--- src/rtl/mdt_pkg.sv ---
package mdt_pkg;

    typedef enum logic [1:0] {
        ST_OFF  = 2'd0,
        ST_RUN  = 2'd1,
        ST_ZERO = 2'd2
    } cnt_state_e;

    localparam logic [1:0] A_CTRL  = 2'd0;
    localparam logic [1:0] A_START = 2'd1;
    localparam logic [1:0] A_COUNT = 2'd2;
    localparam logic [1:0] A_STAT  = 2'd3;

    // bit4 irq_en, bit3 fast_clr, bits2:1 rate, bit0 run_en
    typedef struct packed {
        logic       irq_en;
        logic       fast_clr;
        logic [1:0] rate;
        logic       run_en;
    } ctrl_t;

    localparam int CTRL_W = $bits(ctrl_t);

    // log2 of the division rate for each rate code
    function automatic int unsigned rate_shift(input logic [1:0] code);
        unique case (code)
            2'd0:    return 0;
            2'd1:    return 2;
            2'd2:    return 3;
            default: return 4;
        endcase
    endfunction

endpackage

--- src/rtl/mdt_regs.sv ---
module mdt_regs
    import mdt_pkg::*;
#(
    parameter int DATA_W = 16
) (
    input  logic              clk,
    input  logic              rst_n,
    input  logic              bus_sel,
    input  logic              bus_wr,
    input  logic [1:0]        bus_addr,
    input  logic [DATA_W-1:0] bus_wdata,
    input  logic [DATA_W-1:0] cnt_val,
    input  logic              flag,
    output ctrl_t             ctrl,
    output logic [DATA_W-1:0] start_val,
    output logic              cnt_wr,
    output logic              cnt_access,
    output logic              stat_wr,
    output logic [DATA_W-1:0] bus_rdata
);

    logic wr_ctrl, wr_start;

    assign wr_ctrl    = bus_sel && bus_wr && (bus_addr == A_CTRL);
    assign wr_start   = bus_sel && bus_wr && (bus_addr == A_START);
    assign cnt_wr     = bus_sel && bus_wr && (bus_addr == A_COUNT);
    assign cnt_access = bus_sel && (bus_addr == A_COUNT);
    assign stat_wr    = bus_sel && bus_wr && (bus_addr == A_STAT);

    always_ff @(posedge clk) begin
        if (!rst_n) begin
            ctrl      <= '0;
            start_val <= '0;
        end else begin
            if (wr_ctrl)  ctrl      <= ctrl_t'(bus_wdata[CTRL_W-1:0]);
            if (wr_start) start_val <= bus_wdata;
        end
    end

    always_comb begin
        unique case (bus_addr)
            A_CTRL:  bus_rdata = DATA_W'(ctrl);
            A_START: bus_rdata = start_val;
            A_COUNT: bus_rdata = cnt_val;
            default: bus_rdata = DATA_W'(flag);
        endcase
    end

    a_r10_ctrl_written: assert property (@(posedge clk) disable iff (!rst_n)
        wr_ctrl |=> (ctrl == ctrl_t'($past(bus_wdata[CTRL_W-1:0]))));

endmodule

--- src/rtl/mdt_prescaler.sv ---
module mdt_prescaler
    import mdt_pkg::*;
#(
    parameter int PRE_W = 4
) (
    input  logic       clk,
    input  logic       rst_n,
    input  logic       run,
    input  logic       reload,
    input  logic [1:0] pend_rate,
    output logic       tick
);

    logic [PRE_W-1:0] pre_q;
    logic [PRE_W-1:0] mask;
    logic [1:0]       act_q;

    assign mask = PRE_W'((1 << rate_shift(act_q)) - 1);
    assign tick = run && ((pre_q & mask) == mask);

    always_ff @(posedge clk) begin
        if (!rst_n) begin
            pre_q <= '0;
            act_q <= '0;
        end else begin
            if (reload) act_q <= pend_rate;
            if (!run || reload) pre_q <= '0;
            else                pre_q <= pre_q + PRE_W'(1);
        end
    end

    a_r4_rate_held: assert property (@(posedge clk) disable iff (!rst_n)
        !reload |=> $stable(act_q));

    a_r3_fresh_after_reload: assert property (@(posedge clk) disable iff (!rst_n)
        (reload && run) |=> (pre_q == '0));

endmodule

--- src/rtl/mdt_counter.sv ---
module mdt_counter
    import mdt_pkg::*;
#(
    parameter int CNT_W = 16
) (
    input  logic             clk,
    input  logic             rst_n,
    input  logic             en,
    input  logic             tick,
    input  logic             cnt_wr,
    input  logic [CNT_W-1:0] start_val,
    output logic [CNT_W-1:0] cnt,
    output logic             running,
    output logic             reload,
    output logic             zero_hit
);

    cnt_state_e       state_q, state_d;
    logic [CNT_W-1:0] cnt_q, cnt_d;

    // state register
    always_ff @(posedge clk) begin
        if (!rst_n) state_q <= ST_OFF;
        else        state_q <= state_d;
    end

    always_ff @(posedge clk) begin
        if (!rst_n) cnt_q <= '1;
        else        cnt_q <= cnt_d;
    end

    // next state and outputs
    always_comb begin
        state_d  = state_q;
        cnt_d    = cnt_q;
        reload   = 1'b0;
        zero_hit = 1'b0;
        unique case (state_q)
            ST_OFF: begin
                cnt_d = '1;
                if (en) state_d = ST_RUN;
            end
            ST_RUN: begin
                if (!en) begin
                    state_d = ST_OFF;
                    cnt_d   = '1;
                end else if (cnt_wr) begin
                    reload = 1'b1;
                end else if (tick) begin
                    cnt_d = cnt_q - CNT_W'(1);
                    if (cnt_q == CNT_W'(1)) begin
                        state_d  = ST_ZERO;
                        zero_hit = 1'b1;
                    end
                end
            end
            ST_ZERO: begin
                if (!en) begin
                    state_d = ST_OFF;
                    cnt_d   = '1;
                end else if (cnt_wr || tick) begin
                    reload = 1'b1;
                end
            end
            default: begin
                state_d = ST_OFF;
                cnt_d   = '1;
            end
        endcase
        if (reload) begin
            cnt_d = start_val;
            if (start_val == '0) begin
                state_d  = ST_ZERO;
                zero_hit = 1'b1;
            end else begin
                state_d  = ST_RUN;
            end
        end
    end

    assign cnt     = cnt_q;
    assign running = (state_q != ST_OFF);

    a_r2_off_parks: assert property (@(posedge clk) disable iff (!rst_n)
        !en |=> (cnt_q == '1));

    a_r5_zero_reload: assert property (@(posedge clk) disable iff (!rst_n)
        (state_q == ST_ZERO && en && tick) |=> (cnt_q == $past(start_val)));

    a_r6_write_reload: assert property (@(posedge clk) disable iff (!rst_n)
        (running && en && cnt_wr) |=> (cnt_q == $past(start_val)));

endmodule

--- src/rtl/mdt_flag.sv ---
module mdt_flag (
    input  logic clk,
    input  logic rst_n,
    input  logic set_evt,
    input  logic fast_clr,
    input  logic cnt_access,
    input  logic stat_wr,
    input  logic clr_bit,
    input  logic irq_en,
    output logic flag,
    output logic irq
);

    logic clr_evt;

    assign clr_evt = fast_clr ? cnt_access : (stat_wr && clr_bit);

    always_ff @(posedge clk) begin
        if (!rst_n)       flag <= 1'b0;
        else if (set_evt) flag <= 1'b1;
        else if (clr_evt) flag <= 1'b0;
    end

    assign irq = flag && irq_en;

    a_r8_access_clears: assert property (@(posedge clk) disable iff (!rst_n)
        (fast_clr && cnt_access && !set_evt) |=> !flag);

    a_r7_write_zero_keeps: assert property (@(posedge clk) disable iff (!rst_n)
        (!fast_clr && stat_wr && !clr_bit && flag) |=> flag);

endmodule

--- src/rtl/moddown_timer.sv ---
module moddown_timer
    import mdt_pkg::*;
#(
    parameter int CNT_W = 16,
    parameter int PRE_W = 4
) (
    input  logic             clk,
    input  logic             rst_n,
    input  logic             bus_sel,
    input  logic             bus_wr,
    input  logic [1:0]       bus_addr,
    input  logic [CNT_W-1:0] bus_wdata,
    output logic [CNT_W-1:0] bus_rdata,
    output logic             irq
);

    ctrl_t            ctrl;
    logic [CNT_W-1:0] start_val, cnt_val;
    logic             cnt_wr, cnt_access, stat_wr;
    logic             flag, tick, running, reload, zero_hit;

    mdt_regs #(.DATA_W(CNT_W)) u_regs (
        .clk        (clk),
        .rst_n      (rst_n),
        .bus_sel    (bus_sel),
        .bus_wr     (bus_wr),
        .bus_addr   (bus_addr),
        .bus_wdata  (bus_wdata),
        .cnt_val    (cnt_val),
        .flag       (flag),
        .ctrl       (ctrl),
        .start_val  (start_val),
        .cnt_wr     (cnt_wr),
        .cnt_access (cnt_access),
        .stat_wr    (stat_wr),
        .bus_rdata  (bus_rdata)
    );

    mdt_prescaler #(.PRE_W(PRE_W)) u_pre (
        .clk       (clk),
        .rst_n     (rst_n),
        .run       (running),
        .reload    (reload),
        .pend_rate (ctrl.rate),
        .tick      (tick)
    );

    mdt_counter #(.CNT_W(CNT_W)) u_cnt (
        .clk       (clk),
        .rst_n     (rst_n),
        .en        (ctrl.run_en),
        .tick      (tick),
        .cnt_wr    (cnt_wr),
        .start_val (start_val),
        .cnt       (cnt_val),
        .running   (running),
        .reload    (reload),
        .zero_hit  (zero_hit)
    );

    mdt_flag u_flag (
        .clk        (clk),
        .rst_n      (rst_n),
        .set_evt    (zero_hit),
        .fast_clr   (ctrl.fast_clr),
        .cnt_access (cnt_access),
        .stat_wr    (stat_wr),
        .clr_bit    (bus_wdata[0]),
        .irq_en     (ctrl.irq_en),
        .flag       (flag),
        .irq        (irq)
    );

    a_r5_flag_at_zero: assert property (@(posedge clk) disable iff (!rst_n)
        $rose(flag) |-> (cnt_val == '0));

    a_r9_irq_needs_flag: assert property (@(posedge clk) disable iff (!rst_n)
        irq |-> (flag && ctrl.irq_en));

endmodule

--- config.mk ---
export PLATFORM = sky130hd
export DESIGN_NAME = moddown_timer
export DESIGN_NICKNAME = d
export VERILOG_FILES = /design/src/rtl/mdt_pkg.sv /design/src/rtl/mdt_regs.sv /design/src/rtl/mdt_prescaler.sv /design/src/rtl/mdt_counter.sv /design/src/rtl/mdt_flag.sv /design/src/rtl/moddown_timer.sv
export SDC_FILE = /design/constraint.sdc
export NUM_CORES = 1
export LEC_CHECK = 0
export BUFFER_PORTS_ARGS = -buffer_cell sky130_fd_sc_hd__buf_2
export CAP_MARGIN = 0
export CORE_MARGIN = 3
export CORE_UTILIZATION = 57
export CTS_CLUSTER_DIAMETER = 120
export DETAILED_ROUTE_END_ITERATION = 8
export GPL_TIMING_DRIVEN = 0
export PLACE_DENSITY = 0.84
export REMOVE_ABC_BUFFERS = 1
export SLEW_MARGIN = 20
export SYNTH_ARGS = -nofsm -noshare
export SYNTH_HDL_FRONTEND = slang
export SYNTH_SLANG_ARGS = --single-unit
--- constraint.sdc ---
create_clock -name clk -period 3.3 [get_ports clk]
set_clock_uncertainty 0.15 [all_clocks]
set_input_delay 0.99 -clock clk [delete_from_list [all_inputs] [get_ports clk]]
set_output_delay 0.99 -clock clk [all_outputs]
set_load 0.01 [all_outputs]
; Yosys cells after proc, flatten, opt, wreduce, memory -nomap -nowiden
; Cells that the tools add are included.
[totals]
register_bits = 46
latchBits = 0
ramBits = 0
romBits = 0
inputBits = 22
output_inout_bits = 17
elab_cells = 83
n_memories = 0
[op_classes]
add_sub_neg = 3
mul = 0
div_mod_pow = 0
n_lt_le_gt_ge = 0
eq_ne = 14
shifts = 1
n_mux = 32
n_bitwise = 2
reduce_logical = 21
[op_table]
columns = op, count
row1 = two-way mux 16 bit, 5
row2 = one-hot mux 16 bit (3 select lines), 1
row3 = one-hot mux 16 bit (2 select lines), 1
row4 = "== test 16 x 1 -> 1 bit, second input constant", 1
row5 = zero test 16 bit, 1
row6 = two-way mux 2 bit, 8
row7 = "subtractor 16 x 1 -> 16 bit, second input constant", 1
row8 = two-way mux 1 bit, 14
row9 = logical AND 1 bit, 9
row10 = one-hot mux 3 bit (3 select lines), 1
row11 = "== test 2 bit, second input constant", 4
row12 = "!= test 4 x 3 -> 1 bit, second input constant", 2
row13 = "== test 2 x 1 -> 1 bit, second input constant", 3
row14 = zero test 2 bit, 3
row15 = "!= test 3 bit, second input constant", 2
row16 = one-hot mux 2 bit (3 select lines), 1
row17 = AND reduction 5 bit, 1
row18 = "adder 4 x 1 -> 4 bit, second input constant", 1
row19 = bitwise AND 4 bit, 1
row20 = == test 4 bit, 1
row21 = "!= test 4 bit, second input constant", 1
row22 = nonzero test 2 bit, 2
row23 = "<< shifter 1 x 3 -> 4 bit, first input constant", 1
row24 = "subtractor 4 x 2 -> 4 bit, second input constant", 1
row25 = other kinds (6), 7

; Longest topological paths before layout
[logic_depth]
depth_word = 14
ltp_mapped = 8
ltp_nobuf = 7

; Hierarchy
; From an unflattened synthesis, not the netlist that was laid out.
[unflattened]
cells_unflattened = 319
hier_area_um2 = 2741.4
[by_module_without_submodules]
columns = mod, n_inst, cells_each, area_per_inst_um2, seq_area_each_um2
row1 = mdt_counter, 1, 171, 1338.8, 360.3
row2 = mdt_regs, 1, 118, 1111.1, 420.4
row3 = mdt_prescaler, 1, 24, 237.7, 120.1
row4 = mdt_flag, 1, 6, 53.8, 20.0

; Worst setup path before layout
; Ideal clock, no wire load.
[synth_path]
path_kind = in2out
startpoint = input bus_addr[1]
endpoint = output bus_rdata[11]
t_arrival_ns = 2.080
required_time_ns = 2.160
slack_ns = 0.080
stages = 4
n_path_buf = 2
cell_sequence = clkbuf_1 -> nor2b_1 -> clkbuf_1 -> a22o_1
[synth_via]
elab_chain_len = 2
word_cells_on_any_way = 4
cone_classes = 2 x eq/ne / 1 x mux / 1 x reduce/logical
[synth_lines]
columns = element, line_no
row1 = from (decl), moddown_timer.sv:11  ; input logic [1:0] bus_addr,
row2 = "== test 2 bit, or another cell as far along", mdt_regs.sv:41  ; unique case (bus_addr)
row3 = one-hot mux 16 bit (3 select lines) *, mdt_regs.sv:41
row4 = to (decl), moddown_timer.sv:13  ; output logic [CNT_W-1:0] bus_rdata,
; Mark *: on every way between the ends. The rest lies on a longest branch, timed or not.

; Worst setup path in the final report
[layout_path]
startpoint = input bus_addr[0]
endpoint = output bus_rdata[14]
; The elaborated chain is that of the path after synthesis.

==> impl_metrics.json <==
{
  "finalNetCount": 384,
  "status": "finished, final reports clean",
  "yosysTopAreaCellShare": 0.346,
  "worst_r2r_endpoint": "u_cnt.cnt[3]$_SDFFE_PN1P_",
  "antenna_found_initial": 0,
  "area_growth_pct": 11.4,
  "required_ns": 2.16,
  "p_leak_nw": 1.19,
  "yosysSeqAreaShare": 0.346,
  "grt_pass1_vias": 2459,
  "internal-power_w": 0.000803,
  "post_cts_buffers": 0,
  "numCtsBuffers": 5,
  "clock_sinks": 46,
  "min_path_type": "flop to flop",
  "grt_remaining_overflow": 0,
  "wl_um": 7440,
  "io_buffer_count": 38,
  "gp_congestion": 0.957,
  "dp_hpwl_um": 5020,
  "fmax_ghz": 0.316,
  "reg2reg_depth": 7,
  "clk_latency_ns": 0.30,
  "synth_area_leaders": "dfxtp_1, nand2_1, a21oi_1, mux2i_1, nor2_1",
  "syn_area_mm2": 0.00266,
  "track_usage": 0.275,
  "rows": 24,
  "dp_slack_ns": -0.316,
  "drive_gt1_frac": 0.171,
  "rr_startpoint": "u_cnt.state_q[0]$_SDFFE_PN0P_",
  "io-pin-count": 39,
  "core_area_mm2": 0.00444,
  "peakVddDrop_mv": 0.266,
  "drt_iter0_markers": 294,
  "holdWs_ns": 0.312,
  "start_kind": "primary input",
  "critical_path.max_fanout": 13,
  "setup_viol_count_final": 0,
  "clkTransAtPathRegs_ns": 0.08,
  "detail-route-antenna-nets": 0,
  "async_flop_share": 0,
  "vias": 2743,
  "fin_util": 0.667,
  "hold_violations": 0,
  "ys.flop_type": "dfxtp_1",
  "vias_per_cell": 6.71,
  "cp.arrival_ns": 2.02,
  "cts_buffer_depth": 2,
  "rsz0062_at_grt": "no",
  "cap_viol_max_count": 0,
  "syn_inst": 329,
  "p_clk_frac": 0.325,
  "min_from": "u_pre.pre_q[0]$_SDFF_PP0_",
  "critPathKind": "primary input to output port",
  "seqPwrFrac": 0.522,
  "synth_seq_cells": 46,
  "syn_avg_cell_area_um2": 8.09,
  "period_needed_ns": 3.16,
  "slew_viol_final": 0,
  "drc_errors": 0,
  "die_w_um": 74.3,
  "end_kind": "output port",
  "fin_crit_sh": 0.958,
  "setup_tns_ns": 0,
  "n_antenna_cell": 0,
  "cts_hold_buf": 0,
  "synth_edf_count": 0,
  "grt_start_max_net_pins": 33,
  "die_area_mm2": 0.00552,
  "grt_pass1_wl_um": 11700,
  "maxSlewHeadroom": 0.320,
  "yosysUniqueCellTypes": 52,
  "p_total_w": 0.00111,
  "die_h_um": 74.3,
  "cts_tree": "done",
  "holdPathEnd": "u_pre.pre_q[0]$_SDFF_PP0_",
  "power_density_mw_per_mm2": 374,
  "firstDrtPassIters": 5,
  "min_path_cells": 1,
  "p_comb_frac": 0.153,
  "tightest_slew_ns": 1.02,
  "worst_slack_ns": 0.140,
  "avgRoutedWirePerCell_um": 18.2,
  "root_buffer": "clkbuf_8",
  "start_util": 0.599,
  "yosys.area.top_type": "dfxtp_1",
  "yosys_warnings": 0,
  "switching_power_w": 0.000306,
  "cts_resized": 4,
  "p_sw_frac": 0.276,
  "r2r_slack_ns": 0.56,
  "htree_levels": 2
}
## cell families (layout without fill, tap and decap cells)
group           count (synthesis)  in the layout  share of synthesized area
simple gates                  133            133                      0.247
compound gates                 95             95                      0.253
flops                          46             46                      0.346
buf+inv                        27             55                     0.0395
mux                            14             14                     0.0593
xor+xnor                        8              8                     0.0263
fa+ha+maj                       6              6                     0.0282
## synth_stat cells, types with 8 or more instances
cell,number
a22o_1,10
clkbuf_1,16
mux2i_1,12
o21ai_0,15
dfxtp_1,46
o211ai_1,12
nand2_1,51
nor2_1,31
a21oi_1,24
inv_1,8
xnor2_1,8
## metrics by stage
step,cell area [µm²],instances
CTS,2960,409
finish,2960,409
global route,2960,409
detailed placement,2860,401
global placement,2840,400
floorplan,2580,310
## cell usage in the layout, fill, tap and decap left out, types with 2 or more instances in the layout
master	instances
nand2_1	51
dfxtp_1	46
buf_2	39
nor2_1	31
a21oi_1	24
o21ai_0	15
mux2i_1	12
o211ai_1	12
a22o_1	10
inv_1	8
xnor2_1	8
a32oi_1	7
nor3_1	7
nand4_1	7
o22ai_1	6
nor4_1	6
ha_1	6
clkbuf_8	6
nand3_1	5
and3_1	4
nand4b_1	4
and2_1	3
a211o_1	3
nor2b_4	2
and4b_1	2
a21o_1	2
o311ai_0	2
## cell type report
type | count | area [µm²]
Clock buffer | 7 | 86.3
Multi-Input combinational cell | 256 | 1660
Timing Repair Buffer | 39 | 195
Clock inverter | 1 | 5.00
Tap cell | 52 | 65.1
Inverter | 8 | 30.0
Fill cell | 398 | 1480
Sequential cell | 46 | 921
## worst max path at each step
stage | from | cells past startpoint | endpoint
after floorplan | bus_addr[1] | 2 | bus_rdata[8]
after global placement | bus_addr[0] | 6 | u_cnt.cnt[15]$_SDFFE_PN1P_
after detailed placement | bus_addr[1] | 4 | bus_rdata[8]
after CTS | bus_addr[0] | 4 | bus_rdata[7]
after global routing | bus_addr[1] | 6 | u_cnt.cnt[15]$_SDFFE_PN1P_
final | bus_addr[0] | 4 | bus_rdata[14]
## power by group through the flow
stage | registers (W) | clock network, W | logic, W
after global routing | 0.000580 | 0.000383 | 0.000183
after global placement | 0.000591 | 0 | 0.000159
after CTS | 0.000579 | 0.000362 | 0.000166
final | 0.000579 | 0.000361 | 0.000169
after detailed placement | 0.000592 | 0 | 0.000163
after floorplan | 0.000588 | 0 | 0.000105
## registers in the layout, indices dropped and copies added, names as in the netlist
register,flops
u_regs.ctrl,5
u_cnt.cnt,16
u_regs.start_val,16
u_flag.flag,1
u_pre.act_q,2
u_cnt.state_q,2
u_pre.pre_q,4
## worst max-delay path: stages
cell and delay [ns]:
buf_2 0.25, nor2b_4 0.42, a22o_1 0.22, buf_2 0.13
## per-layer routing
metal	up-vias	track usage	share of wire
li1	1272	-	-
met1	1279	0.366	0.41
met2	160	0.433	0.47
met3	32	0.0595	0.087
met4	0	0.117	0.033
met5	-	0	0
(Power assumes the default switching activity.)
